### src/rtl/sclk_div_pkg.sv
package sclk_div_pkg;
  localparam int RATIO_W = 11;
  typedef logic [RATIO_W-1:0] ratio_t;

  // Control-to-datapath strobes; at most one is high per cycle.
  typedef struct packed {
    logic startPeriod;
    logic haltIdle;
    logic fallEdge;
  } edgeCmd_t;

  // Ladder: even codes are powers of two, odd codes are 1.5x the step below.
  function automatic ratio_t ladderRatio(input logic [4:0] c);
    if (c[0]) return ratio_t'(3) << ((c - 5'd1) >> 1);
    else      return ratio_t'(1) << ((c >> 1) + 5'd1);
  endfunction

  function automatic ratio_t binaryRatio(input logic [2:0] n);
    return ratio_t'(4) << n;
  endfunction
endpackage

### src/rtl/sclk_code_decode.sv
module sclk_code_decode
  import sclk_div_pkg::*;
#(
  parameter bit TABLE_MODE = 1'b1,
  parameter int TOP_CODE   = 18,
  localparam int CODE_W    = TABLE_MODE ? 5 : 3
) (
  input  logic [CODE_W-1:0] code,
  input  logic              specialEn,
  output ratio_t            ratio,
  output logic              legal
);
  generate
    if (TABLE_MODE) begin : g_ladder
      always_comb begin
        ratio = ladderRatio(5'(code));
        legal = (code != '0) && (code != CODE_W'(1) || specialEn)
                && (32'(code) <= TOP_CODE);
      end
    end else begin : g_binary
      logic unusedSpecial;
      assign unusedSpecial = specialEn;
      always_comb begin
        ratio = binaryRatio(3'(code));
        legal = 1'b1;
      end
    end
  endgenerate
endmodule

### src/rtl/sclk_div_ctrl.sv
module sclk_div_ctrl
  import sclk_div_pkg::*;
#(
  parameter bit TABLE_MODE = 1'b1,
  parameter int TOP_CODE   = 18,
  localparam int CODE_W    = TABLE_MODE ? 5 : 3
) (
  input  logic              clk,
  input  logic              rstN,
  input  logic              enable,
  input  logic              specialEn,
  input  logic [CODE_W-1:0] code,
  output edgeCmd_t          cmd
);
  ratio_t ratioQ, cntQ, cntNext, newRatio;
  logic   activeQ, newLegal, atBoundary;

  sclk_code_decode #(.TABLE_MODE(TABLE_MODE), .TOP_CODE(TOP_CODE)) decode_i (
    .code(code), .specialEn(specialEn), .ratio(newRatio), .legal(newLegal)
  );

  assign cntNext    = cntQ + ratio_t'(1);
  assign atBoundary = !activeQ || (cntQ == ratioQ - ratio_t'(1));

  always_comb begin
    cmd = '0;
    if (enable) begin
      if (atBoundary) begin
        cmd.startPeriod = newLegal;
        cmd.haltIdle    = !newLegal;
      end else begin
        cmd.fallEdge = (cntNext == (ratioQ >> 1));
      end
    end
  end

  always_ff @(posedge clk or negedge rstN) begin
    if (!rstN) begin
      ratioQ  <= '0;
      cntQ    <= '0;
      activeQ <= 1'b0;
    end else if (enable) begin
      if (atBoundary) begin
        cntQ    <= '0;
        activeQ <= newLegal;
        if (newLegal) ratioQ <= newRatio;
      end else begin
        cntQ <= cntNext;
      end
    end
  end


  ratio_hold_chk: assert property (@(posedge clk) disable iff (!rstN)
    (activeQ && !atBoundary) |=> $stable(ratioQ));

  frozen_cnt_chk: assert property (@(posedge clk) disable iff (!rstN)
    !enable |=> ($stable(cntQ) && $stable(activeQ) && $stable(ratioQ)));

  cnt_range_chk: assert property (@(posedge clk) disable iff (!rstN)
    activeQ |-> (cntQ < ratioQ));

  cmd_onehot_chk: assert property (@(posedge clk) disable iff (!rstN)
    $onehot0(cmd));
endmodule

### src/rtl/sclk_div_dp.sv
module sclk_div_dp
  import sclk_div_pkg::*;
(
  input  logic     clk,
  input  logic     rstN,
  input  edgeCmd_t cmd,
  output logic     sclk,
  output logic     leadStb,
  output logic     trailStb,
  output logic     codeErr
);
  always_ff @(posedge clk or negedge rstN) begin
    if (!rstN) begin
      sclk     <= 1'b0;
      leadStb  <= 1'b0;
      trailStb <= 1'b0;
      codeErr  <= 1'b0;
    end else begin
      leadStb  <= cmd.startPeriod;
      trailStb <= cmd.fallEdge;
      if (cmd.startPeriod) begin
        sclk    <= 1'b1;
        codeErr <= 1'b0;
      end else if (cmd.haltIdle) begin
        sclk    <= 1'b0;
        codeErr <= 1'b1;
      end else if (cmd.fallEdge) begin
        sclk <= 1'b0;
      end
    end
  end


  lead_rise_chk: assert property (@(posedge clk) disable iff (!rstN)
    leadStb |-> $rose(sclk));

  trail_fall_chk: assert property (@(posedge clk) disable iff (!rstN)
    trailStb |-> $fell(sclk));

  edge_only_chk: assert property (@(posedge clk) disable iff (!rstN)
    !$stable(sclk) |-> (leadStb || trailStb));

  err_idle_chk: assert property (@(posedge clk) disable iff (!rstN)
    codeErr |-> (!sclk && !leadStb && !trailStb));
endmodule

### src/rtl/sclk_divider.sv
module sclk_divider
  import sclk_div_pkg::*;
#(
  parameter bit TABLE_MODE = 1'b1,
  parameter int TOP_CODE   = 18,
  localparam int CODE_W    = TABLE_MODE ? 5 : 3
) (
  input  logic              clk,
  input  logic              rstN,
  input  logic              enable,
  input  logic              specialEn,
  input  logic [CODE_W-1:0] code,
  output logic              sclk,
  output logic              leadStb,
  output logic              trailStb,
  output logic              codeErr
);
  edgeCmd_t cmd;

  sclk_div_ctrl #(.TABLE_MODE(TABLE_MODE), .TOP_CODE(TOP_CODE)) ctrl_i (
    .clk(clk), .rstN(rstN), .enable(enable), .specialEn(specialEn),
    .code(code), .cmd(cmd)
  );

  sclk_div_dp dp_i (
    .clk(clk), .rstN(rstN), .cmd(cmd), .sclk(sclk),
    .leadStb(leadStb), .trailStb(trailStb), .codeErr(codeErr)
  );


  always_ff @(posedge clk) begin
    if (!rstN) reset_quiet_chk: assert (!sclk && !leadStb && !trailStb && !codeErr);
  end
endmodule

### config.mk
export PLATFORM = sky130hd
export DESIGN_NAME = sclk_divider
export DESIGN_NICKNAME = d
export VERILOG_FILES = /design/src/rtl/sclk_div_pkg.sv /design/src/rtl/sclk_code_decode.sv /design/src/rtl/sclk_div_ctrl.sv /design/src/rtl/sclk_div_dp.sv /design/src/rtl/sclk_divider.sv
export SDC_FILE = /design/constraint.sdc
export NUM_CORES = 1
export LEC_CHECK = 0
export BUFFER_PORTS_ARGS = -buffer_cell sky130_fd_sc_hd__buf_2
export CORE_UTILIZATION = 60
export CTS_CLUSTER_DIAMETER = 120
export CTS_CLUSTER_SIZE = 10
export DETAILED_ROUTE_END_ITERATION = 7
export GPL_TIMING_DRIVEN = 0
export PLACE_DENSITY = 0.79
export SLEW_MARGIN = 15
export SYNTH_ARGS = -nofsm -noshare
export SYNTH_HDL_FRONTEND = slang
export SYNTH_HIERARCHICAL = 1
export SYNTH_SLANG_ARGS = --single-unit
### constraint.sdc
create_clock -name clk -period 6.06 [get_ports clk]
set_input_delay 0.606 -clock clk [delete_from_list [all_inputs] [get_ports clk]]
set_output_delay 0.606 -clock clk [all_outputs]
set_load 0.005 [all_outputs]
==> impl_results.md <==
* Max-slew violation count at 0
* DR pass1 iterations at 5
* Dominant synthesized flop cell: sky130_fd_sc_hd__dfrtp_1
* Maximum ir drop on the vdd rail at 0.1637 mV
* CTS root buffer: sky130_fd_sc_hd__clkbuf_8
* Slew @ Worst Pin at 0.9381 ns
* Utilization of the core after routing at 67.84%
* Run status: finished, final reports clean
* Post-CTS Hold Buffers at 0
* Endpoint class of the critical path: flip-flop
* Most repeated library cell on the critical path: sky130_fd_sc_hd__a2111oi_0
* Final Cycle Share at 52.04%
* Number of antenna violations at the first check in global routing at 0
* Count of warnings emitted by yosys at 6
* Insertion delay of the later-clocked pin in the worst-skew pair at 0.28 ns
* Static Leak at 1.089 nW
* Arr. time, crit path at 3.33 ns
* Complex-gate fraction of the synthesized area at 16.73%
* Power density over the cells at 187.7 nW/um^2
* Global-route wire length before repair at 9108 um
* Placed Area at 2456 sq um
* Count of final setup violators at 0
* CTS tree: yes
* Min-Delay Path Class: in -> async
* Count of buffers from port buffering at 11
* Unrepaired setup endpoints after global routing: no
* CP startpoint kind: flip-flop
* Count of cells resized by post-cts repair at 0
* Area growth, synth to finish at 6.895%
* Largest net degree at the start of global routing at 28
* Number of clock sinks at 27
* Xor and xnor fraction of the mapped netlist area at 9.567%
* Buffer depth of the longest clock path at 2
* Crit path buf inv count at 0
* Crit-path max FO at 6
* Final wirelength at 5271 um
* Final nets at 311
* Number of stages on the worst setup path at 8
* Post-CTS Setup Repair Bufs at 0
* Period minus WS final at 3.154 ns
* Number of inserted diodes at 0
* Critical Path RT at 6.24 ns
* Remaining antenna violation count at 0
* Effective utilization at floorplan at 63.47%
* Final Non-Filler Cells at 344
* Number of register bits inferred by synthesis at 27
* Horizontal die dimension at 64.47 um
* Detail Placement HPWL at 3855 um
* Die span in y at 64.47 um
* Number of nets in the synthesized netlist at 295
* # DRC at 0
* Delay-heaviest family, CP: compound AO/OA/AOI/OAI gates
* Number of top-level pins at 13
* Sequential cell area fraction in the yosys report at 28.86%
* Die outline area at 4156 sq um
* Cell area after technology mapping at 2341 sq um
* Multiplexer share of the synthesized area at 8.872%
* Post-detailed-route wirelength per cell at 15.32 um
* Synthesized area per cell at 8.331 sq um
* Worst slew margin relative to its limit at 36.98%
* Largest clock skew in the final design at 0.005513 ns
* Cell Rows at 22
* Max-capacitance violation count at 0
* Crit path cell chain: ha_1 > nand3_1 > or3_1 > a2111oi_0 > o21ai_0 > a2111oi_0 > nor2_1 > a21o_1
* Vias per cell at 6.145
* Depth of the CTS H-tree at 1
* Count of mapped cells out of synthesis at 281
* Clock-pin transition on the worst setup and hold timing paths at 0.10 ns
* Core Box Area at 3689 sq um
* Fmax achieved at 0.3171 GHz
* Via count of the first global-routing pass at 1,959
* Placer Congestion at 0.9491
* Vias post-DR at 2,114
* Largest family of logic cells by synthesized area: simple AND/OR/NAND/NOR gates
* Setup Total Neg Slack at 0 ns
* Final hold violations at 0
* Worst Reg2Reg Path Length in Cells at 8
* Worst-path cell with the longest stage delay: sky130_fd_sc_hd__a2111oi_0
* Design area at 2502 sq um
* Kind of critical path: reg -> reg
* Worst setup path startpoint: ctrl_i/cntQ[0]
* Delay of the slowest critical-path stage at 0.71 ns
* Starting DRT DRC Count at 157
* Post-Route Hold Slack at 0.3370 ns
* All-layer global routing usage at 28.27%
* Count of unique library cells instantiated by Yosys at 57
* Async set or reset register ratio after synthesis at 100.0%
* Simple logic cell fraction of the synthesized area at 26.30%
* Fraction of layout instances using a drive strength above 1 at 15.20%
* Number of flops mapped to enable cells by yosys at 0
* Number of clock buffers inserted by TritonCTS at 3
* Final global-route overflow total at 0
* Fraction of the mapped netlist area in adder cells at 2.672%
* Startpoint of the worst register-to-register path: ctrl_i/cntQ[0]
* Number of placed instances with taps included at 340
where the power goes:
| part | leakage [nW] | switching (mW) | internal [mW] |
|---|---|---|---|
| Clock | 0.0255 | 0.0581 | 0.0462 |
| Combinational | 0.706 | 0.0888 | 0.0671 |
| Sequential | 0.357 | 0.0148 | 0.195 |
| Total | 1.09 | 0.162 | 0.308 |
final timing paths:
kind                                          to  slack [ns]
worst max-delay path                   dp_i/sclk        2.91
worst min-delay path              ctrl_i/cntQ[3]        0.34
worst max register to register         dp_i/sclk        2.91
worst min register to register         dp_i/sclk        0.48
max in group asynchronous       ctrl_i/ratioQ[0]        5.30
min in group clk                       dp_i/sclk        0.48
cells in the mapped netlist, types with 2 or more instances:
master / n / share of area, %
sky130_fd_sc_hd__a2111oi_0: 2 / 0.75
sky130_fd_sc_hd__a211oi_1: 2 / 0.64
sky130_fd_sc_hd__a21oi_1: 10 / 2.1
sky130_fd_sc_hd__a31oi_1: 2 / 0.53
sky130_fd_sc_hd__and3_1: 2 / 0.53
sky130_fd_sc_hd__buf_2: 2 / 0.43
sky130_fd_sc_hd__buf_6: 3 / 1.4
sky130_fd_sc_hd__clkbuf_1: 17 / 2.7
sky130_fd_sc_hd__dfrtp_1: 27 / 29
sky130_fd_sc_hd__ha_1: 5 / 2.7
sky130_fd_sc_hd__inv_1: 13 / 2.1
sky130_fd_sc_hd__mux2_2: 2 / 0.96
sky130_fd_sc_hd__mux2_4: 9 / 5.8
sky130_fd_sc_hd__mux2i_1: 5 / 2.1
sky130_fd_sc_hd__nand2_1: 18 / 2.9
sky130_fd_sc_hd__nand2b_1: 5 / 1.3
sky130_fd_sc_hd__nand3_1: 19 / 4.1
sky130_fd_sc_hd__nand4_1: 2 / 0.53
sky130_fd_sc_hd__nor2_1: 22 / 3.5
sky130_fd_sc_hd__nor2b_1: 3 / 0.80
sky130_fd_sc_hd__nor3_1: 19 / 4.1
sky130_fd_sc_hd__nor3b_1: 3 / 0.96
sky130_fd_sc_hd__o211a_1: 3 / 1.3
sky130_fd_sc_hd__o21ai_0: 25 / 5.3
sky130_fd_sc_hd__o21bai_1: 2 / 0.64
sky130_fd_sc_hd__o22ai_1: 2 / 0.53
sky130_fd_sc_hd__o32ai_1: 2 / 0.75
sky130_fd_sc_hd__or2_2: 3 / 0.80
sky130_fd_sc_hd__or3_1: 2 / 0.53
sky130_fd_sc_hd__or4_1: 2 / 0.64
sky130_fd_sc_hd__xnor2_1: 13 / 4.9
sky130_fd_sc_hd__xor2_1: 10 / 3.7
placed cells by master (no fill, tap or decap), types with 2 or more instances in the layout:
cell,count
sky130_fd_sc_hd__inv_1,13
sky130_fd_sc_hd__nand2_1,18
sky130_fd_sc_hd__o21bai_1,2
sky130_fd_sc_hd__nor2_1,22
sky130_fd_sc_hd__o21ai_0,25
sky130_fd_sc_hd__buf_6,3
sky130_fd_sc_hd__buf_2,13
sky130_fd_sc_hd__clkbuf_8,3
sky130_fd_sc_hd__ha_1,5
sky130_fd_sc_hd__dfrtp_1,27
sky130_fd_sc_hd__a21oi_1,10
sky130_fd_sc_hd__nand4_1,2
sky130_fd_sc_hd__a2111oi_0,2
sky130_fd_sc_hd__xor2_1,10
sky130_fd_sc_hd__nand2b_1,5
sky130_fd_sc_hd__clkbuf_1,17
sky130_fd_sc_hd__or4_1,2
sky130_fd_sc_hd__mux2_4,9
sky130_fd_sc_hd__o22ai_1,2
sky130_fd_sc_hd__nor2b_1,3
sky130_fd_sc_hd__nor3b_1,3
sky130_fd_sc_hd__and3_1,2
sky130_fd_sc_hd__mux2i_1,5
sky130_fd_sc_hd__xnor2_1,13
sky130_fd_sc_hd__a211oi_1,2
sky130_fd_sc_hd__nor3_1,19
sky130_fd_sc_hd__o211a_1,3
sky130_fd_sc_hd__mux2_2,2
sky130_fd_sc_hd__o32ai_1,2
sky130_fd_sc_hd__nand3_1,19
sky130_fd_sc_hd__or3_1,2
sky130_fd_sc_hd__a31oi_1,2
sky130_fd_sc_hd__or2_2,3
metal layers:
layer  vias up  part of all wire [%]  GRT usage, %
li1       1028                     -             -
met1       984                    47         41.50
met2        89                    45         43.68
met3        13                   5.8         2.465
met4         0                   2.0         9.722
met5         -                     0             0
per-stage QoR:
step / total power [mW] / setup slack [ns]
global placement: 0.3610 / 3.007
CTS: 0.4694 / 2.916
finish: 0.4697 / 2.906
detailed placement: 0.3658 / 2.962
global route: 0.4970 / 2.521
floorplan: 0.3287 / 3.404
area by class of cell:
cell class	instances	area [sq um]
Buffer	23	111.4
Clock buffer	3	41.29
Clock inverter	1	5.005
Fill cell	330	1186
Inverter	14	52.55
Multi-Input combinational cell	217	1501
Sequential cell	27	675.6
Tap cell	48	60.06
Timing Repair Buffer	11	55.05
sequential cells by signal, summed over array words and instances, names as in the netlist:
name / count
ctrl_i/cntQ: 11
ctrl_i/ratioQ: 11
ctrl_i/activeQ: 1
dp_i/codeErr: 1
dp_i/leadStb: 1
dp_i/sclk: 1
dp_i/trailStb: 1
cell families (layout without fill, tap and decap cells):
family,after synthesis,count (layout)
muxes,16,16
and+or+nand+nor,113,113
buffers and inverters,37,52
xor gates and xnor gates,24,24
DFF,27,27
adders and majority gates,5,5
AOI/OAI and AO/OA,59,59
No activity file was read; power rests on OpenSTA's default activity.
